===== config.mk =====
export PLATFORM = sky130hd
export DESIGN_NAME = byte_word_gather
export DESIGN_NICKNAME = d
export VERILOG_FILES = /design/src/rtl/bwg_pkg.sv /design/src/rtl/bwg_host_regs.sv /design/src/rtl/bwg_pack.sv /design/src/rtl/bwg_word_queue.sv /design/src/rtl/byte_word_gather.sv
export SDC_FILE = /design/constraint.sdc
export NUM_CORES = 1
export LEC_CHECK = 0
export BUFFER_PORTS_ARGS = -buffer_cell sky130_fd_sc_hd__buf_2
export CAP_MARGIN = 25
export CORE_ASPECT_RATIO = 1.1
export CORE_MARGIN = 1
export CORE_UTILIZATION = 60
export DETAILED_ROUTE_END_ITERATION = 8
export PLACE_DENSITY_LB_ADDON = 0.05
export SYNTH_ARGS = -nofsm -noshare
export SYNTH_HDL_FRONTEND = slang
export SYNTH_SLANG_ARGS = --single-unit

===== constraint.sdc =====
create_clock -name clk -period 5.9 [get_ports clk]
set_input_delay 1.475 -clock clk [delete_from_list [all_inputs] [get_ports clk]]
set_output_delay 1.475 -clock clk [all_outputs]
set_load 0.1 [all_outputs]

===== src/rtl/bwg_pkg.sv =====
// Package: shared types and helpers for the byte-to-word packer.
// Assumes bytes are 8 bits wide and words are a whole number of bytes.
package bwg_pkg;

    localparam int BYTE_W = 8;

    // Byte placement mode inside an assembled word.
    typedef enum logic [0:0] {
        ORDER_LITTLE = 1'b0,
        ORDER_BIG    = 1'b1
    } byte_order_e;

endpackage


===== src/rtl/bwg_host_regs.sv =====
// Host register decode: stages upper address bytes, holds the pending and
// active placement mode, and turns a low address byte write into a flush
// with a fully assembled load address.
// Assumes one register write per cycle and ADDR_BYTES of at least 2.
module bwg_host_regs
    import bwg_pkg::*;
#(
    parameter int ADDR_BYTES = 4,
    localparam int AW    = ADDR_BYTES * BYTE_W,
    localparam int SEL_W = $clog2(ADDR_BYTES + 2)
) (
    input  logic              clk,
    input  logic              rst_n,
    input  logic              host_wr,
    input  logic [SEL_W-1:0]  host_sel,
    input  logic [BYTE_W-1:0] host_wdata,
    output logic              flush,
    output logic [AW-1:0]     load_addr,
    output logic              data_we,
    output byte_order_e       order_act
);
    localparam logic [SEL_W-1:0] SEL_DATA  = SEL_W'(ADDR_BYTES);
    localparam logic [SEL_W-1:0] SEL_ORDER = SEL_W'(ADDR_BYTES + 1);

    logic [AW-1:BYTE_W] stage_q;
    byte_order_e        order_pend_q;

    // Decode of the single-cycle write strobes.
    always_comb begin
        flush     = host_wr && (host_sel == '0);
        data_we   = host_wr && (host_sel == SEL_DATA);
        load_addr = {stage_q, host_wdata};
    end

    // Staging of the upper address bytes.
    always_ff @(posedge clk) begin
        if (!rst_n) begin
            stage_q <= '0;
        end else if (host_wr) begin
            for (int k = 1; k < ADDR_BYTES; k++) begin
                if (host_sel == SEL_W'(k)) begin
                    stage_q[k*BYTE_W +: BYTE_W] <= host_wdata;
                end
            end
        end
    end

    // Pending mode written by the host; becomes active at the flush.
    always_ff @(posedge clk) begin
        if (!rst_n) begin
            order_pend_q <= ORDER_LITTLE;
            order_act    <= ORDER_LITTLE;
        end else begin
            if (host_wr && host_sel == SEL_ORDER) begin
                order_pend_q <= byte_order_e'(host_wdata[0]);
            end
            if (flush) begin
                order_act <= order_pend_q;
            end
        end
    end

    // A mode write alone must not change the active mode.
    assert_mode_latched_R4: assert property (@(posedge clk) disable iff (!rst_n)
        !flush |=> order_act == $past(order_act));

endmodule


===== src/rtl/bwg_pack.sv =====
// Assembly stage: places accepted bytes into one word at the lane selected
// by the active mode and offers the word to the queue once all bytes are in.
// Assumes the queue reports its own fullness and same-cycle pop.
module bwg_pack
    import bwg_pkg::*;
#(
    parameter int WORD_BYTES = 8,
    localparam int WORD_W = WORD_BYTES * BYTE_W,
    localparam int CNT_W  = $clog2(WORD_BYTES + 1)
) (
    input  logic              clk,
    input  logic              rst_n,
    input  logic              flush,
    input  logic              data_we,
    input  logic [BYTE_W-1:0] data_byte,
    input  byte_order_e       order_act,
    input  logic              q_full,
    input  logic              pop,
    output logic              asm_done,
    output logic              push,
    output logic [WORD_W-1:0] asm_word
);
    logic [CNT_W-1:0]  cnt_q;
    logic [CNT_W-1:0]  base;
    logic              accept;
    logic [WORD_W-1:0] word_next;
    int                lane;

    // Handshake with the queue and acceptance of the host byte.
    always_comb begin
        asm_done = (cnt_q == CNT_W'(WORD_BYTES));
        push     = asm_done && (!q_full || pop) && !flush;
        accept   = data_we && !(q_full && asm_done);
        base     = push ? '0 : cnt_q;
    end

    // Lane selection and byte insertion into the next word value.
    always_comb begin
        lane      = (order_act == ORDER_BIG) ? (WORD_BYTES - 1 - int'(base)) : int'(base);
        word_next = push ? '0 : asm_word;
        for (int i = 0; i < WORD_BYTES; i++) begin
            if (i == lane) begin
                word_next[i*BYTE_W +: BYTE_W] = data_byte;
            end
        end
    end

    // Byte counter and assembly word register.
    always_ff @(posedge clk) begin
        if (!rst_n || flush) begin
            cnt_q    <= '0;
            asm_word <= '0;
        end else if (accept) begin
            cnt_q    <= base + 1'b1;
            asm_word <= word_next;
        end else if (push) begin
            cnt_q    <= '0;
            asm_word <= '0;
        end
    end

    // A byte offered while full leaves the byte position untouched.
    assert_drop_when_full_R9: assert property (@(posedge clk) disable iff (!rst_n)
        data_we && q_full && asm_done && !pop && !flush |=> asm_done && $stable(asm_word));

endmodule


===== src/rtl/bwg_word_queue.sv =====
// Queue of complete words with the memory-side presentation: the head word
// is held with its address until acknowledged; the address steps per word.
// Assumes push is only raised when a slot is free or the head leaves.
module bwg_word_queue
    import bwg_pkg::*;
#(
    parameter int DEPTH      = 4,
    parameter int WORD_BYTES = 8,
    parameter int ADDR_BYTES = 4,
    localparam int WORD_W = WORD_BYTES * BYTE_W,
    localparam int AW     = ADDR_BYTES * BYTE_W,
    localparam int PTR_W  = (DEPTH > 1) ? $clog2(DEPTH) : 1,
    localparam int CNT_W  = $clog2(DEPTH + 1)
) (
    input  logic              clk,
    input  logic              rst_n,
    input  logic              flush,
    input  logic [AW-1:0]     load_addr,
    input  logic              push,
    input  logic [WORD_W-1:0] push_word,
    input  logic              mem_ack,
    output logic              pop,
    output logic              q_full,
    output logic              q_empty,
    output logic              mem_valid,
    output logic [AW-1:0]     mem_addr,
    output logic [WORD_W-1:0] mem_data
);
    logic [WORD_W-1:0] slots_q [DEPTH];
    logic [PTR_W-1:0]  wr_ptr_q, rd_ptr_q;
    logic [CNT_W-1:0]  count_q;

    function automatic logic [PTR_W-1:0] ptr_step(input logic [PTR_W-1:0] p);
        return (p == PTR_W'(DEPTH - 1)) ? '0 : p + 1'b1;
    endfunction

    // Occupancy flags and the head presentation.
    always_comb begin
        q_empty   = (count_q == '0);
        q_full    = (count_q == CNT_W'(DEPTH));
        mem_valid = !q_empty;
        mem_data  = slots_q[rd_ptr_q];
        pop       = mem_ack && !q_empty && !flush;
    end

    // Word storage write.
    always_ff @(posedge clk) begin
        if (push && !flush) begin
            slots_q[wr_ptr_q] <= push_word;
        end
    end

    // Pointers and occupancy count.
    always_ff @(posedge clk) begin
        if (!rst_n || flush) begin
            wr_ptr_q <= '0;
            rd_ptr_q <= '0;
            count_q  <= '0;
        end else begin
            if (push) wr_ptr_q <= ptr_step(wr_ptr_q);
            if (pop)  rd_ptr_q <= ptr_step(rd_ptr_q);
            case ({push, pop})
                2'b10:   count_q <= count_q + 1'b1;
                2'b01:   count_q <= count_q - 1'b1;
                default: count_q <= count_q;
            endcase
        end
    end

    // Word address: loaded by the flush, advanced per acknowledged word.
    always_ff @(posedge clk) begin
        if (!rst_n) begin
            mem_addr <= '0;
        end else if (flush) begin
            mem_addr <= load_addr;
        end else if (pop) begin
            mem_addr <= mem_addr + 1'b1;
        end
    end

    assert_no_overflow_R8: assert property (@(posedge clk) disable iff (!rst_n)
        push |-> (!q_full || pop));

    assert_hold_until_ack_R6: assert property (@(posedge clk) disable iff (!rst_n)
        mem_valid && !mem_ack && !flush |=> mem_valid && $stable(mem_data) && $stable(mem_addr));

    assert_addr_step_R6: assert property (@(posedge clk) disable iff (!rst_n)
        pop |=> mem_addr == $past(mem_addr) + 1'b1);

    assert_flush_clears_R3: assert property (@(posedge clk) disable iff (!rst_n)
        flush |=> !mem_valid);

    assert_addr_load_R2: assert property (@(posedge clk) disable iff (!rst_n)
        flush |=> mem_addr == $past(load_addr));

endmodule


===== src/rtl/byte_word_gather.sv =====
// Top: byte-wide host write path packing bytes into 64-bit words for memory.
// Only complete words leave; status flags are registered one clock behind.
// Assumes the host paces itself on stat_full and waits for stat_empty.
module byte_word_gather
    import bwg_pkg::*;
#(
    parameter int ADDR_BYTES = 4,
    parameter int WORD_BYTES = 8,
    parameter int DEPTH      = 4,
    localparam int AW     = ADDR_BYTES * BYTE_W,
    localparam int WORD_W = WORD_BYTES * BYTE_W,
    localparam int SEL_W  = $clog2(ADDR_BYTES + 2)
) (
    input  logic              clk,
    input  logic              rst_n,
    input  logic              host_wr,
    input  logic [SEL_W-1:0]  host_sel,
    input  logic [BYTE_W-1:0] host_wdata,
    output logic              stat_full,
    output logic              stat_empty,
    output logic              mem_valid,
    output logic [AW-1:0]     mem_addr,
    output logic [WORD_W-1:0] mem_data,
    input  logic              mem_ack
);
    logic              flush, data_we, push, pop, q_full, q_empty, asm_done;
    logic [AW-1:0]     load_addr;
    logic [WORD_W-1:0] asm_word;
    byte_order_e       order_act;

    bwg_host_regs #(.ADDR_BYTES(ADDR_BYTES)) regs_i (
        .clk(clk), .rst_n(rst_n), .host_wr(host_wr), .host_sel(host_sel),
        .host_wdata(host_wdata), .flush(flush), .load_addr(load_addr),
        .data_we(data_we), .order_act(order_act)
    );

    bwg_pack #(.WORD_BYTES(WORD_BYTES)) pack_i (
        .clk(clk), .rst_n(rst_n), .flush(flush), .data_we(data_we),
        .data_byte(host_wdata), .order_act(order_act), .q_full(q_full),
        .pop(pop), .asm_done(asm_done), .push(push), .asm_word(asm_word)
    );

    bwg_word_queue #(.DEPTH(DEPTH), .WORD_BYTES(WORD_BYTES), .ADDR_BYTES(ADDR_BYTES)) queue_i (
        .clk(clk), .rst_n(rst_n), .flush(flush), .load_addr(load_addr),
        .push(push), .push_word(asm_word), .mem_ack(mem_ack), .pop(pop),
        .q_full(q_full), .q_empty(q_empty), .mem_valid(mem_valid),
        .mem_addr(mem_addr), .mem_data(mem_data)
    );

    // Status flags registered from the internal condition of this cycle.
    always_ff @(posedge clk) begin
        if (!rst_n) begin
            stat_full  <= 1'b0;
            stat_empty <= 1'b1;
        end else begin
            stat_full  <= q_full && asm_done;
            stat_empty <= q_empty;
        end
    end

    assert_full_lag_R7: assert property (@(posedge clk) disable iff (!rst_n)
        (q_full && asm_done) |=> stat_full);

    assert_not_full_lag_R8: assert property (@(posedge clk) disable iff (!rst_n)
        !(q_full && asm_done) |=> !stat_full);

    assert_empty_lag_R10: assert property (@(posedge clk) disable iff (!rst_n)
        q_empty |=> stat_empty);

    assert_valid_clears_empty_R10: assert property (@(posedge clk) disable iff (!rst_n)
        mem_valid |=> !stat_empty);

endmodule


== Yosys cells after proc, flatten, opt, wreduce, memory -nomap -nowiden ==
Memory sizes are Yosys's and may differ from the RTL's. A register that Yosys moved wholly into a read port is not among the register bits.
Index checks and enable logic that the tools add are counted.
Storage, ports and cells
  flip-flop bits (word level): 135
  memory bits (writable): 256
  bits of input ports: 15
  logic and storage cells: 86
  memories kept: 1
Memory list
  queue_i.slots_q: depth 4, width 64, read ports 1, clocked after memory_dff 1, write ports 1, line bwg_word_queue.sv:29  | logic [WORD_W-1:0] slots_q [DEPTH];
Operators by class
  add/subtract/negate cells: 7
  eq/ne operators: 18
  mux-type cells: 22
  reduce and logical (&&, ||, !) cells: 25
Operators by type and width (count)
  $eq 4x32->1 const A: 4
  $mux 64: 2
  $mux 32: 3
  $eq 3x32->1 const A: 2
  $mux 8: 8
  $add 32x1->32 const B: 1
  $eq 2x32->1 const A: 1
  $logic_not 32->1: 1
  $logic_and 1x1->1: 10
  $eq 3x3->1 const B: 3
  $mux 2: 4
  $mux 4: 2
  $eq 2x2->1 const B: 3
  $eq 3x2->1 const B: 2
  $logic_not 3->1: 2
  $pmux 3 s2: 1
  $reduce_and 2->1: 3
  $logic_not 1->1: 5
  $sub 3x4->5 const A: 1
  $add 2x1->2 const B: 2
  $add 4x1->4 const B: 1
  $eq 4x4->1 const B: 1
  $reduce_bool 2->1: 2
  $add 3x1->3 const B: 1
  other kinds (5): 7

== Depth between registers and ports, before layout ==
  depth after elaboration: 13
  mapped depth: 12
  gate-level depth less buffers: 9

== Hierarchy ==
Synthesis repeated with hierarchy kept, for this count alone.
Unflattened totals
  cells, all modules: 1005
  area total of the unflattened synthesis: 15586.2 um^2
By module, submodules not included
  bwg_word_queue: instances 1, cells each 630, area each 11588.6 um^2, seq. area each 8508.2 um^2
  bwg_pack: instances 1, cells each 263, area each 2850.2 um^2, seq. area each 1361.3 um^2
  bwg_host_regs: instances 1, cells each 108, area each 1094.8 um^2, seq. area each 520.5 um^2
  byte_word_gather: instances 1, cells each 4, area each 52.6 um^2, seq. area each 40.0 um^2

== Worst setup path after synthesis ==
No wires, ideal clock.
  path kind: input to register
  start point: in host_sel[1]
  end point: mem queue_i.slots_q[0][0] (netlist name) (enable)
  setup time: 0.429 ns
  arrival time: 4.046 ns
  data required time: 5.471 ns
  path slack: 1.426 ns
  stages on the path: 6
  buffers on the path: 3
  cells stage by stage: clkbuf_1 or4b_1 clkbuf_1 clkbuf_1 and3_2 and2_1
Between the ends
  cells in the longest elaborated chain, start to end: 10
RTL lines
  start, declared: line byte_word_gather.sv:17  | input logic [SEL_W-1:0] host_sel,
  $logic_not 3->1 *: line bwg_host_regs.sv:30  | flush = host_wr && (host_sel == '0);
  $logic_and 1x1->1 *: line bwg_host_regs.sv:30
  $logic_not 1->1 *: line bwg_pack.sv:32, bwg_word_queue.sv:43, bwg_word_queue.sv:48
  $logic_and 1x1->1: line bwg_word_queue.sv:43  | pop = mem_ack && !q_empty && !flush;
  $logic_or 1x1->1: line bwg_pack.sv:32  | push = asm_done && (!q_full || pop) && !flush;
  $logic_and 1x1->1 (2 in series): line bwg_pack.sv:32
  $logic_and 1x1->1 *: line bwg_word_queue.sv:48  | if (push && !flush) begin
  $mux 1 *: line bwg_word_queue.sv:48
  $mux 1 (not written as such) *: line bwg_word_queue.sv:49  | slots_q[wr_ptr_q] <= push_word;
  end, declared: line bwg_word_queue.sv:29
Mark *: on every way between the ends. The rest lies on a longest branch, timed or not.

==> summary.txt <==
Via count: 8,829
Die height: 170 um
Post-synthesis register bit count: 393
Synth warn: 0
CTS root buf: clkbuf_16
Setup Viol. Count Final: 0
Core ar.: 0.0248 sq mm
Setup TNS: 0 ns
Clock buffer depth: 3
Most frequent cells in the layout: 256 x edfxtp_1, 135 x dfxtp_1, 129 x nand2_1, 113 x buf_2, 74 x mux2i_1
Post-synth top area share: 0.502
First-pass GRT wire length: 48.6 mm
Max Slew Vio Count: 0
F_max: 0.229 GHz
Die W: 154 um
Fraction of registers with async set or reset after synthesis: 0
Fraction of layout cells with a size suffix above 1: 0.240
Hpwl dp: 18.1 mm
RePlAce Congestion: 0.812
Peak supply drop: 0.000269 V
Worst-Margin Slew: 1.02 ns
Latest clock arrival within the worst-skew pair: 0.52 ns
Worst Skew: 0.0141 ns
Unique masters post-synth: 59
Area delta synth->final: 14.0%
GRT Total Usage: 0.245
Post-synth EDFFs: 256
Die area: 0.0262 sq mm
Hold_ws: 0.452 ns
Slew headroom: 0.322
Ys flop type: edfxtp_1
Worst EP required: 4.43 ns
Row count: 60
Ant. Diodes: 0
Unrepaired setup endpoints after global routing: false
Hold Path Class: register to register
Inserted Clock Buffers: 38
Syn avg cell area: 15.0 sq um
Fin nets: 1,147
Number of I/O pins: 114
Cts-stage hold buffer count: 0
Drt drc: 0
Most common cell after layout, fill and taps aside: edfxtp_1
Initial core utilization: 0.618
CP endpoint kind: output port
PD cells: 324 mW/mm^2
Fin crit period: 4.37 ns
Leakage power: 6.22 nW
Vias in the first global route: 8,439
CP max FO: 44
DR WL/cell: 21.2 um
Setup CP Type: register to output port
Port Buffer Count: 113
Pre-Repair DR Iteration Count: 5
Post-synthesis sequential area ratio: 0.681
Cells after synthesis: 1,019
Final Hold Viols: 0
Total wire length: 31.1 mm
Post-DR vias/cell: 6.03
Post-CTS resize count: 0
Syn_nets: 1,043
Nature of the critical path startpoint: register
Largest net degree at the start of global routing: 65
Status: completed
Worst-path clk slew: 0.06 ns
Initial DRC count: 621
Worst Path Arrival: 2.90 ns
CTS H-Tree Depth: 2
Synthesized cell area: 0.0153 sq mm
Max-Cap Viols: 0
Area contributors post-synth: edfxtp_1 50%, dfxtp_1 18%, mux4_2 9.4%, mux2i_1 4.8%, nand2_1 3.2%
Antenna-violating nets left: 0
Initial antenna violation count: 0
Final Cycle Share: 0.741
Area leader, netlist: edfxtp_1
Clk sinks: 393
TritonCTS clock tree: yes
GRT overflow: 0
Post-CTS setup buffers: 0
-- worst paths after layout --
kind / slack (ns) / startpoint / depth (start not counted) / to
max: 1.53 / register / 3 / mem_data[24]
min reg2reg: 0.45 / regs_i.stage_q[28] / 2 / regs_i.stage_q[28]
min: 0.45 / regs_i.stage_q[28] / 2 / regs_i.stage_q[28]
max reg2reg: 3.22 / queue_i.count_q[0] / 9 / queue_i.count_q[2]
-- metrics by stage --
step / cells / worst slack, ns / utilization / area (sq um) / total power [mW]
after global routing: 1463 / 1.32 / 0.705 / 17500 / 5.81
after CTS: 1463 / 1.43 / 0.705 / 17500 / 5.70
after floorplan: 1019 / 1.43 / - / 15300 / 3.08
final: 1463 / 1.53 / 0.705 / 17500 / 5.66
after global placement: 1393 / 2.03 / 0.649 / 16100 / 3.11
after detailed placement: 1393 / 2.02 / 0.649 / 16100 / 3.12
-- sequential cells by signal, summed over array words and instances, names as in the netlist, named ones only --
register and cells:
pack_i.asm_word 64, pack_i.cnt_q 4, queue_i.count_q 3, queue_i.mem_addr 32
queue_i.rd_ptr_q 2, queue_i.slots_q 256, queue_i.wr_ptr_q 2, regs_i.order_act 1
regs_i.order_pend_q 1, regs_i.stage_q 24, stat_empty 1, stat_full 1
-- synthesized netlist by cell type (11+ instances only) --
cell        n
mux2i_1    74
and3_1     11
nand2_1   129
o21ai_0    24
a31oi_1    12
nor2_1     37
edfxtp_1  256
nand4_1    16
nand3_1    15
mux4_2     64
clkbuf_1   37
dfxtp_1   137
a21oi_1    29
-- cells by family (layout without fill, tap and decap cells) --
logic type / Yosys count / after routing / synth area share
adders and majority gates: 9 / 9 / 0.00784
buffers and inverters: 71 / 205 / 0.0220
xor gates and xnor gates: 14 / 14 / 0.00800
and+or+nand+nor: 283 / 283 / 0.0921
AOI/OAI and AO/OA: 110 / 110 / 0.0460
DFF: 393 / 393 / 0.681
muxes: 139 / 139 / 0.143
-- metal layers --
layer  vias to the layer above  track usage  wire length, um
met4                         0       0.0775              772
met2                       264        0.383            14400
met1                      4396        0.358            14200
met3                        53       0.0391             1670
met5                         -            0                0
li1                       4116            -                -
-- cell type report --
type	count	area (sq um)
Sequential cell	393	10400
Fill cell	1661	7310
Multi-Input combinational cell	555	4560
Clock buffer	51	1130
Timing Repair Buffer	124	648
Tap cell	310	388
Clock inverter	19	254
Inverter	11	41.3
-- worst max-delay path, cell delays in order, from the launching register on --
cell     delay (ns)
dfxtp_4        0.97
buf_4          0.49
mux4_2         0.59
buf_2          0.31
-- report_power, final --
part / leakage (nW) / switching (mW) / internal [mW]
combinational: 2.09 / 0.111 / 0.0265
sequential: 3.45 / 0.0134 / 2.91
clock: 0.675 / 1.02 / 1.59
Power figures use the tool's default switching activity.
